<file path="src/rtl/lrf_pkg.sv">
package lrf_pkg;

  typedef enum logic [1:0] {
    POL_REPLAY_ALL  = 2'b00,
    POL_NO_REORDER  = 2'b01,
    POL_UNRES_SNOOP = 2'b10,
    POL_UNRES_MISS  = 2'b11
  } policy_e;

  localparam int EV_FILL  = 0;
  localparam int EV_INVAL = 1;
  localparam int NUM_EV   = 2;

  typedef struct packed {
    logic              live;
    logic              reordered;
    logic              unres;
    logic [NUM_EV-1:0] seen;
  } slot_view_t;

endpackage

</file>
<file path="src/rtl/lrf_epoch.sv">
module lrf_epoch #(
  parameter int W = 4
) (
  input  logic         clk,
  input  logic         rst_n,
  input  logic         ev_i,
  output logic [W-1:0] cnt_o
);

  logic [W-1:0] cnt_q;

  always_ff @(posedge clk) begin
    if (!rst_n)    cnt_q <= '0;
    else if (ev_i) cnt_q <= cnt_q + 1'b1;
  end

  assign cnt_o = cnt_q;

  AST_EPOCH_STEP: assert property (@(posedge clk) disable iff (!rst_n)
    ev_i |=> cnt_o == W'($past(cnt_o) + 1'b1));
  AST_EPOCH_HOLD: assert property (@(posedge clk) disable iff (!rst_n)
    !ev_i |=> $stable(cnt_o));

endmodule

</file>
<file path="src/rtl/lrf_slot_table.sv">
module lrf_slot_table
  import lrf_pkg::*;
#(
  parameter int SLOTS   = 16,
  parameter int EPOCH_W = 4,
  localparam int TAG_W  = $clog2(SLOTS)
) (
  input  logic                           clk,
  input  logic                           rst_n,
  input  logic                           issue_v_i,
  input  logic [TAG_W-1:0]               issue_tag_i,
  input  logic                           issue_reord_i,
  input  logic                           issue_unres_i,
  input  logic                           squash_v_i,
  input  logic [TAG_W-1:0]               squash_tag_i,
  input  logic                           rel_v_i,
  input  logic [TAG_W-1:0]               rel_tag_i,
  input  logic [NUM_EV-1:0]              ev_i,
  input  logic [NUM_EV-1:0][EPOCH_W-1:0] cnt_i,
  input  logic [TAG_W-1:0]               rd_tag_i,
  output slot_view_t                     rd_o
);

  logic [NUM_EV-1:0][EPOCH_W-1:0] cnt_nxt;
  always_comb begin
    for (int e = 0; e < NUM_EV; e++) cnt_nxt[e] = cnt_i[e] + 1'b1;
  end

  logic [SLOTS-1:0]                              live_vec;
  logic [SLOTS-1:0]                              reord_vec;
  logic [SLOTS-1:0]                              unres_vec;
  logic [SLOTS-1:0][NUM_EV-1:0]                  lap_vec;
  logic [SLOTS-1:0][NUM_EV-1:0][EPOCH_W-1:0]     samp_vec;

  for (genvar s = 0; s < SLOTS; s++) begin : g_slot
    logic                           live_q, reord_q, unres_q;
    logic [NUM_EV-1:0]              lap_q;
    logic [NUM_EV-1:0][EPOCH_W-1:0] samp_q;
    logic hit_issue, hit_drop;

    assign hit_issue = issue_v_i && (issue_tag_i == TAG_W'(s));
    assign hit_drop  = (squash_v_i && (squash_tag_i == TAG_W'(s))) ||
                       (rel_v_i && (rel_tag_i == TAG_W'(s)));

    always_ff @(posedge clk) begin
      if (!rst_n) begin
        live_q  <= 1'b0;
        reord_q <= 1'b0;
        unres_q <= 1'b0;
        lap_q   <= '0;
        samp_q  <= '0;
      end else if (hit_issue) begin
        live_q  <= 1'b1;
        reord_q <= issue_reord_i;
        unres_q <= issue_unres_i;
        lap_q   <= '0;
        samp_q  <= cnt_i;
      end else begin
        if (hit_drop) live_q <= 1'b0;
        for (int e = 0; e < NUM_EV; e++) begin
          if (live_q && ev_i[e] && (cnt_nxt[e] == samp_q[e])) lap_q[e] <= 1'b1;
        end
      end
    end

    assign live_vec[s]  = live_q;
    assign reord_vec[s] = reord_q;
    assign unres_vec[s] = unres_q;
    assign lap_vec[s]   = lap_q;
    assign samp_vec[s]  = samp_q;
  end

  always_comb begin
    rd_o.live      = live_vec[rd_tag_i];
    rd_o.reordered = reord_vec[rd_tag_i];
    rd_o.unres     = unres_vec[rd_tag_i];
    for (int e = 0; e < NUM_EV; e++) begin
      rd_o.seen[e] = ev_i[e] || lap_vec[rd_tag_i][e] ||
                     (samp_vec[rd_tag_i][e] != cnt_i[e]);
    end
  end

  AST_SQUASH_FREES: assert property (@(posedge clk) disable iff (!rst_n)
    (squash_v_i && !(issue_v_i && issue_tag_i == squash_tag_i))
      |=> !live_vec[$past(squash_tag_i)]);
  AST_ISSUE_CLEAN: assert property (@(posedge clk) disable iff (!rst_n)
    issue_v_i |=> live_vec[$past(issue_tag_i)] && (lap_vec[$past(issue_tag_i)] == '0));

endmodule

</file>
<file path="src/rtl/lrf_policy.sv">
module lrf_policy
  import lrf_pkg::*;
(
  input  policy_e    mode_i,
  input  slot_view_t view_i,
  output logic       replay_o
);

  always_comb begin
    if (!view_i.live) begin
      replay_o = 1'b1;
    end else begin
      unique case (mode_i)
        POL_REPLAY_ALL:  replay_o = 1'b1;
        POL_NO_REORDER:  replay_o = view_i.reordered;
        POL_UNRES_SNOOP: replay_o = view_i.unres || view_i.seen[EV_INVAL];
        POL_UNRES_MISS:  replay_o = view_i.unres || view_i.seen[EV_FILL];
        default:         replay_o = 1'b1;
      endcase
    end
  end

endmodule

</file>
<file path="src/rtl/load_replay_filter.sv">
module load_replay_filter
  import lrf_pkg::*;
#(
  parameter int SLOTS   = 16,
  parameter int EPOCH_W = 4,
  localparam int TAG_W  = $clog2(SLOTS)
) (
  input  logic             clk,
  input  logic             rst_n,
  input  logic [1:0]       mode_i,
  input  logic             issue_valid_i,
  input  logic [TAG_W-1:0] issue_tag_i,
  input  logic             issue_reordered_i,
  input  logic             issue_unres_i,
  input  logic             squash_valid_i,
  input  logic [TAG_W-1:0] squash_tag_i,
  input  logic             fill_i,
  input  logic             inval_i,
  input  logic             commit_valid_i,
  output logic             commit_ready_o,
  input  logic [TAG_W-1:0] commit_tag_i,
  output logic             verdict_valid_o,
  input  logic             verdict_ready_i,
  output logic [TAG_W-1:0] verdict_tag_o,
  output logic             verdict_replay_o
);

  logic [NUM_EV-1:0]              ev_vec;
  logic [NUM_EV-1:0][EPOCH_W-1:0] cnt_vec;

  assign ev_vec[EV_FILL]  = fill_i;
  assign ev_vec[EV_INVAL] = inval_i;

  for (genvar e = 0; e < NUM_EV; e++) begin : g_epoch
    lrf_epoch #(.W(EPOCH_W)) u_epoch (
      .clk   (clk),
      .rst_n (rst_n),
      .ev_i  (ev_vec[e]),
      .cnt_o (cnt_vec[e])
    );
  end

  logic       commit_fire;
  slot_view_t view;
  logic       replay_c;

  lrf_slot_table #(.SLOTS(SLOTS), .EPOCH_W(EPOCH_W)) u_table (
    .clk           (clk),
    .rst_n         (rst_n),
    .issue_v_i     (issue_valid_i),
    .issue_tag_i   (issue_tag_i),
    .issue_reord_i (issue_reordered_i),
    .issue_unres_i (issue_unres_i),
    .squash_v_i    (squash_valid_i),
    .squash_tag_i  (squash_tag_i),
    .rel_v_i       (commit_fire),
    .rel_tag_i     (commit_tag_i),
    .ev_i          (ev_vec),
    .cnt_i         (cnt_vec),
    .rd_tag_i      (commit_tag_i),
    .rd_o          (view)
  );

  lrf_policy u_policy (
    .mode_i   (policy_e'(mode_i)),
    .view_i   (view),
    .replay_o (replay_c)
  );

  logic             vv_q, rep_q;
  logic [TAG_W-1:0] vtag_q;

  assign commit_ready_o = !vv_q || verdict_ready_i;
  assign commit_fire    = commit_valid_i && commit_ready_o;

  always_ff @(posedge clk) begin
    if (!rst_n) begin
      vv_q   <= 1'b0;
      rep_q  <= 1'b0;
      vtag_q <= '0;
    end else if (commit_fire) begin
      vv_q   <= 1'b1;
      rep_q  <= replay_c;
      vtag_q <= commit_tag_i;
    end else if (verdict_ready_i) begin
      vv_q   <= 1'b0;
    end
  end

  assign verdict_valid_o  = vv_q;
  assign verdict_tag_o    = vtag_q;
  assign verdict_replay_o = rep_q;

  AST_ALL_REPLAY: assert property (@(posedge clk) disable iff (!rst_n)
    (commit_fire && mode_i == 2'b00) |=> verdict_valid_o && verdict_replay_o);
  AST_UNRES_FORCES: assert property (@(posedge clk) disable iff (!rst_n)
    (commit_fire && mode_i[1] && view.live && view.unres) |=> verdict_replay_o);
  AST_DEAD_SLOT: assert property (@(posedge clk) disable iff (!rst_n)
    (commit_fire && !view.live) |=> verdict_replay_o);
  AST_VERDICT_HOLD: assert property (@(posedge clk) disable iff (!rst_n)
    (verdict_valid_o && !verdict_ready_i)
      |=> verdict_valid_o && $stable(verdict_tag_o) && $stable(verdict_replay_o));
  AST_VERDICT_TAG: assert property (@(posedge clk) disable iff (!rst_n)
    commit_fire |=> verdict_valid_o && verdict_tag_o == $past(commit_tag_i));

endmodule

</file>
<file path="config.mk">
export PLATFORM = sky130hd
export DESIGN_NAME = load_replay_filter
export DESIGN_NICKNAME = d
export VERILOG_FILES = /design/src/rtl/lrf_pkg.sv /design/src/rtl/lrf_epoch.sv /design/src/rtl/lrf_slot_table.sv /design/src/rtl/lrf_policy.sv /design/src/rtl/load_replay_filter.sv
export SDC_FILE = /design/constraint.sdc
export NUM_CORES = 1
export LEC_CHECK = 0
export ABC_AREA = 1
export BUFFER_PORTS_ARGS = -buffer_cell sky130_fd_sc_hd__clkbuf_2
export CORE_MARGIN = 4
export CORE_UTILIZATION = 35
export DETAILED_ROUTE_END_ITERATION = 16
export GPL_ROUTABILITY_DRIVEN = 0
export MAX_ROUTING_LAYER = met4
export SYNTH_ARGS = -nofsm -noshare
export SYNTH_HDL_FRONTEND = slang
export SYNTH_HIERARCHICAL = 1
export SYNTH_SLANG_ARGS = --single-unit
export TNS_END_PERCENT = 10
</file>
<file path="constraint.sdc">
create_clock -name clk -period 2.75 [get_ports clk]
set_input_delay 0.1375 -clock clk [delete_from_list [all_inputs] [get_ports clk]]
set_output_delay 0.1375 -clock clk [all_outputs]
set_load 0.03 [all_outputs]
</file>
==> flow_metrics.env, run 1 <==
export IMPL_worst_setup_path_type="reg -> reg"
export IMPL_clock_path_buffers=3
export IMPL_htreeDepth=1
export IMPL_vias=12331
export IMPL_power_density_nw_per_um2=584
export IMPL_cp_top_family="simple AND/OR/NAND/NOR gates"
export IMPL_finalSetupViolations=0
export IMPL_fmax_mhz=431
export IMPL_crit_buf_inv=2
export IMPL_rows=67
export IMPL_synth_nets=1829
export IMPL_cts_sinks=222
export IMPL_core_area_um2=33600
export IMPL_grt_max_degree=122
export IMPL_hold_path_class="in -> reg"
export IMPL_crit_required_ns=3.23
export IMPL_pre_cts_slack_ns=0.461
export IMPL_critPathLaunchType="flip-flop"
export IMPL_drive_gt1_frac=0.0803
export IMPL_initial_core_util=0.355
export IMPL_fin_nets=1828
export IMPL_register_area_um2=4440
export IMPL_die_area_um2=37100
export IMPL_crit_path_end_kind="flip-flop"
export IMPL_area_growth_pct=12.7
export IMPL_leakagePower_nw=5.19
export IMPL_wl_um=42700
export IMPL_fin_crit_ns=2.32
export IMPL_vias_per_cell=5.44
export IMPL_final_common_cell="nand2_1"
export IMPL_synth_cell_types=34
export IMPL_clkLatencyLatePin_ns=0.54
export IMPL_power_total_mw=7.86
export IMPL_period_share=0.845
export IMPL_mappedNetlistArea_um2=11900
export IMPL_crit_fanout=16
export IMPL_synth_top_area_share=0.373
export IMPL_critPathMaxStageDelay_ns=0.52
export IMPL_cts_root_buf="clkbuf_16"
export IMPL_skew_ns=0.0193
export IMPL_die_w_um=193
export IMPL_post_cts_setup_buffer_count=0
export IMPL_drv_cap=0
export IMPL_syn_instance_count=1801
export IMPL_ir_worst_vdd_uv=342
export IMPL_portBuffers=30
export IMPL_worst_slew_pin_slew_ns=0.764
export IMPL_yosys_warnings=6
export IMPL_grt_overflow=0
export IMPL_drc_errors=0
export IMPL_wl_per_cell_um=18.8
export IMPL_synth_area_leaders="dfxtp_1 (37%), nand2_1 (9.4%), a21oi_1 (9.2%), o21ai_0 (8.5%), nand3_1 (7.3%)"
export IMPL_firstDrtPassIters=6
export IMPL_layout_common_cells="nand2_1 (299), dfxtp_1 (222), a21oi_1 (220)"
export IMPL_cts_tree="done"
export IMPL_finalHoldViolCount=0
export IMPL_multi_input_area_um2=6060
export IMPL_drt_initial_drc_count=1547
export IMPL_cts_buffers_inserted=26
export IMPL_dp_hpwl_um=28900
export IMPL_ys_seq_area_frac=0.373
export IMPL_final_max_slew_viol_count=0
export IMPL_avgSynthCellArea_um2=6.62
export IMPL_first_global_vias=11351
export IMPL_diodes=0
export IMPL_rsz0062_at_grt="false"
export IMPL_antenna_found_initial=0
export IMPL_slew_headroom=0.490
export IMPL_path_clk_slew_ns=0.06
export IMPL_fillers=3511
export IMPL_grt_pass1_wl_um=65300
export IMPL_setup_tns_ns=0
export IMPL_yosys_area_top_type="dfxtp_1"
export IMPL_crit_chain="ha_1 -> buf_4 -> inv_1 -> nor2_1 -> nor4_1 -> o211ai_1 -> a21oi_1"
export IMPL_slowest_stage="dfxtp_1"
export IMPL_fp_dieH_um=193
export IMPL_groute_usage_overall=0.230
export IMPL_holdWs_ns=0.0513
export IMPL_arrival_ns=2.80
export IMPL_fin_ws_ns=0.428
export IMPL_status="complete, no violations"
export IMPL_ys_seq_elements=222
export IMPL_drtAntennaViolNets=0
export IMPL_pin_count=31
[flip-flops by register name, summed over array words and instances, names as in the netlist]
name                    flops
u_table/g_slot.reord_q     16
u_table/g_slot.lap_q       32
verdict_tag_o               4
u_table/g_slot.unres_q     16
g_epoch.u_epoch/cnt_o       8
u_table/g_slot.samp_q     128
u_table/g_slot.live_q      16
verdict_valid_o             1
verdict_replay_o            1
[cell usage after synthesis]
cell type and number:
dfxtp_1 222, xnor2_4 1, a21boi_0 1, clkbuf_1 58, clkinv_1 13, buf_4 6
ha_1 4, nand4_1 25, nor4_1 5, buf_6 3, o21bai_1 1, inv_1 216
nand2_2 5, a21oi_1 220, a211oi_1 20, buf_1 3, nor2_1 150, nand3_2 3
nand2_1 299, a22oi_1 1, o22ai_1 22, nor2_2 10, buf_2 45, nor3_1 5
o21ai_0 202, o2111ai_1 6, o21ai_1 3, and3_1 1, o221ai_1 12, inv_2 4
clkbuf_8 1, xor2_1 32, o211ai_1 28, nand3_1 174
[power by group]
| group | switching (mW) | total (mW) | leakage, nW | internal [mW] |
|---|---|---|---|---|
| Clock | 1.40 | 3.55 | 0.427 | 2.15 |
| Combinational | 0.678 | 0.959 | 2.97 | 0.281 |
| Sequential | 0.0626 | 3.35 | 1.80 | 3.29 |
| Total | 2.14 | 7.86 | 5.19 | 5.72 |
[layer usage]
metal  GRT usage  vias up  part of all wire
met2       0.339      570              0.43
met4      0.0661        0             0.026
met3      0.0494       89             0.099
met5           -        -                 0
li1            -     5975                 -
met1       0.320     5697              0.45
[worst register-to-register path: cells and delay by family, from the launching register on]
family,cells,cell delay (ns)
AOI/OAI and AO/OA,2,0.44
adders and majority gates,1,0.32
buffers and inverters,2,0.44
DFF,1,0.52
and+or+nand+nor,2,0.54
[cell type report]
type	instances	area share
multi-input cells	1230	0.451
flip-flops and latches	222	0.331
inverters	233	0.0650
clock buffers	39	0.0558
repair buffers	87	0.0475
well taps	448	0.0417
clock inverters	8	0.00856
[repair_timing]
action                                 in CTS  in global routing
hold buffers                                2                  0
endpoints found under the hold margin       1                  0
resized for setup                           0                  0
[through the flow]
step	utilization	std cells	area, µm²
finish	0.400	2267	13400
detailed placement	0.374	2218	12600
global route	0.400	2267	13400
CTS	0.400	2267	13400
global placement	0.374	2218	12600
floorplan	-	1801	11900
[kinds of logic (layout without fill, tap and decap cells)]
logic type	Yosys count	count (layout)	share of synthesized area
adders and majority gates	4	4	0.00420
DFF	222	222	0.373
buffers and inverters	349	367	0.119
xor gates and xnor gates	33	33	0.0258
and+or+nand+nor	677	677	0.243
AOI/OAI and AO/OA	516	516	0.235
[path summary, 6_finish.rpt]
kind | startpoint | to | slack [ns] | cells after the start
worst max-delay path | g_epoch[1].u_epoch/cnt_o[0] | u_table/g_slot[9].lap_q[1] | 0.43 | 7
worst min-delay path | commit_valid_i | verdict_replay_o | 0.05 | 4
worst max register to register | g_epoch[1].u_epoch/cnt_o[0] | u_table/g_slot[9].lap_q[1] | 0.43 | 7
worst min register to register | u_table/g_slot[0].unres_q | u_table/g_slot[0].unres_q | 0.44 | 2
No activity file was read; power rests on OpenSTA's default activity.
==> run 2: changes to the inputs <==
==> constraint.sdc (replaced) <==
create_clock -name clk -period 1.9 [get_ports clk]
set_input_delay 0.095 -clock clk [delete_from_list [all_inputs] [get_ports clk]]
set_output_delay 0.095 -clock clk [all_outputs]
set_load 0.03 [all_outputs]
==> run 2 against run 1 <==
Compared with the run above:
- first-iteration DRC count shrank 8.1%
- non-clock buffer count grew 76
- sequential power grew 44%
- global-route usage is essentially flat
- clock skew shrank 0.0022 ns
- setup slack lost 0.36 ns
- register-to-register slack lost 0.36 ns
- count of clock-buffer cells in the layout shrank 7
- routed wire length is essentially flat
- largest power group unchanged
==> flow_metrics.env, run 2 (same netlist as run 1, synthesis figures left out) <==
export IMPL_largest_register="u_table/g_slot.samp_q"
export IMPL_cts_tree="done"
export IMPL_skew_ns=0.0171
export IMPL_critPathLaunchType="flip-flop"
export IMPL_ir_worst_vdd_uv=512
export IMPL_core_area_um2=33600
export IMPL_fin_nets=1904
export IMPL_clock_path_buffers=3
export IMPL_drtAntennaViolNets=0
export IMPL_vias_per_cell=5.42
export IMPL_path_clk_slew_ns=0.06
export IMPL_pin_count=31
export IMPL_portBuffers=30
export IMPL_dp_hpwl_um=30900
export IMPL_groute_usage_overall=0.230
export IMPL_initial_core_util=0.355
export IMPL_rows=67
export IMPL_power_density_nw_per_um2=807
export IMPL_hold_start="mode_i[1]"
export IMPL_worst_setup_path_type="reg -> reg"
export IMPL_setup_tns_ns=0
export IMPL_status="complete, no violations"
export IMPL_cts_buffers_inserted=26
export IMPL_htreeDepth=1
export IMPL_final_common_cell="nand2_1"
export IMPL_crit_fanout=13
export IMPL_die_area_um2=37100
export IMPL_largestRegisters="u_table/g_slot.samp_q x128, u_table/g_slot.lap_q x32"
export IMPL_firstDrtPassIters=6
export IMPL_wl_per_cell_um=18.2
export IMPL_fin_crit_ns=1.83
export IMPL_period_share=0.965
export IMPL_rr_endpoint="u_table/g_slot[2].lap_q[1]"
export IMPL_finalSetupViolations=0
export IMPL_hold_depth=7
export IMPL_die_w_um=193
export IMPL_critPathMaxStageDelay_ns=0.38
export IMPL_reg2regPathDepth=7
export IMPL_slew_headroom=0.612
export IMPL_worst_slew_pin_slew_ns=0.582
export IMPL_finalHoldViolCount=0
export IMPL_drv_cap=0
export IMPL_power_total_mw=11.6
export IMPL_min_delay_worst_endpoint="verdict_replay_o"
export IMPL_grt_max_degree=58
export IMPL_utilization=0.427
export IMPL_grt_pass1_wl_um=65900
export IMPL_fmax_mhz=545
export IMPL_drc_errors=0
export IMPL_holdWs_ns=0.0383
export IMPL_rsz0062_at_grt="true"
export IMPL_fp_dieH_um=193
export IMPL_crit_chain="ha_2 -> buf_12 -> o22ai_1 -> a211oi_1 -> buf_4 -> nand4_1 -> a21oi_1"
export IMPL_cts_root_buf="clkbuf_16"
export IMPL_wl_um=42700
export IMPL_arrival_ns=2.29
export IMPL_crit_path_end_kind="flip-flop"
export IMPL_timing_rr_start="g_epoch[1].u_epoch/cnt_o[0]"
export IMPL_vias=12700
export IMPL_largest_register_ffs=128
export IMPL_hold_path_class="in -> reg"
export IMPL_antenna_found_initial=1
export IMPL_cts_sinks=222
export IMPL_layout_common_cells="nand2_1 (297), a21oi_1 (218), dfxtp_1 (217)"
export IMPL_leakagePower_nw=5.69
export IMPL_grt_overflow=0
export IMPL_drt_initial_drc_count=1421
export IMPL_area_growth_pct=20.5
export IMPL_first_global_vias=11578
export IMPL_drive_gt1_frac=0.139
export IMPL_final_max_slew_viol_count=0
export IMPL_slowest_stage="ha_2"
export IMPL_post_cts_setup_buffer_count=0
export IMPL_clkLatencyLatePin_ns=0.54
export IMPL_reg2reg_slack_ns=0.07
export IMPL_crit_required_ns=2.36
run 2: cell count changes in the layout (fill, tap and decap cells not counted), sizes merged:
cell,change
buf,+75
clkbuf,-7
clkinv,+4
clkinvlp,+3
diode,+1
dlygate4sd3,+1
run 2: routing by layer:
metal	wire length [µm]	share of wire	track usage	vias up
li1	-	-	-	6145
met1	19500	0.46	0.324	5927
met2	18500	0.43	0.345	544
met3	3540	0.083	0.0324	84
met4	1110	0.026	0.0656	0
met5	0	0	-	-
run 2: final cells by class:
cell class | count | area (µm²)
Fill cell | 3458 | 19200
Multi-Input combinational cell | 1230 | 6140
Sequential cell | 222 | 4450
Timing Repair Buffer | 163 | 1450
Inverter | 233 | 875
Clock buffer | 32 | 713
Tap cell | 448 | 561
Clock inverter | 15 | 173
Antenna cell | 1 | 2.50
run 2: where the power goes:
| part | leakage, nW | internal (mW) | switching, mW |
|---|---|---|---|
| combinational | 3.46 | 0.561 | 1.03 |
| sequential | 1.80 | 4.76 | 0.0711 |
| clock | 0.433 | 3.08 | 2.10 |
run 2: worst max-delay path by stage:
stage,from,cells after the start,end
global placement,commit_tag_i[0],18,verdict_replay_o
finish,g_epoch[1].u_epoch/cnt_o[0],7,u_table/g_slot[2].lap_q[1]
CTS,g_epoch[0].u_epoch/cnt_o[0],7,u_table/g_slot[9].lap_q[0]
global route,u_table/g_slot[13].samp_q[1],17,verdict_replay_o
floorplan,g_epoch[0].u_epoch/cnt_o[1],8,u_table/g_slot[0].lap_q[0]
detailed placement,commit_tag_i[0],18,verdict_replay_o
run 2: worst max-delay path, delay by kind of cell (launching register included):
family	cells	cell delay, ns
compound gates	3	0.56
flops	1	0.32
fa+ha+maj	1	0.38
simple gates	1	0.16
buf+inv	2	0.32
run 2: what timing repair did:
action	4_1_cts	5_1_grt
hold buffers	3	0
hold endpoints to repair	2	0
setup endpoints to repair	0	8
resized for setup	0	37
run 2: stage by stage:
| step | area (µm²) | worst slack, ns | std cells |
|---|---|---|---|
| final | 14400 | 0.0657 | 2344 |
| after global routing | 14400 | -0.0301 | 2344 |
| after CTS | 14300 | 0.00544 | 2343 |
| after detailed placement | 13400 | -0.125 | 2293 |
| after global placement | 13400 | -0.121 | 2293 |
| after floorplan | 11900 | 0.205 | 1801 |
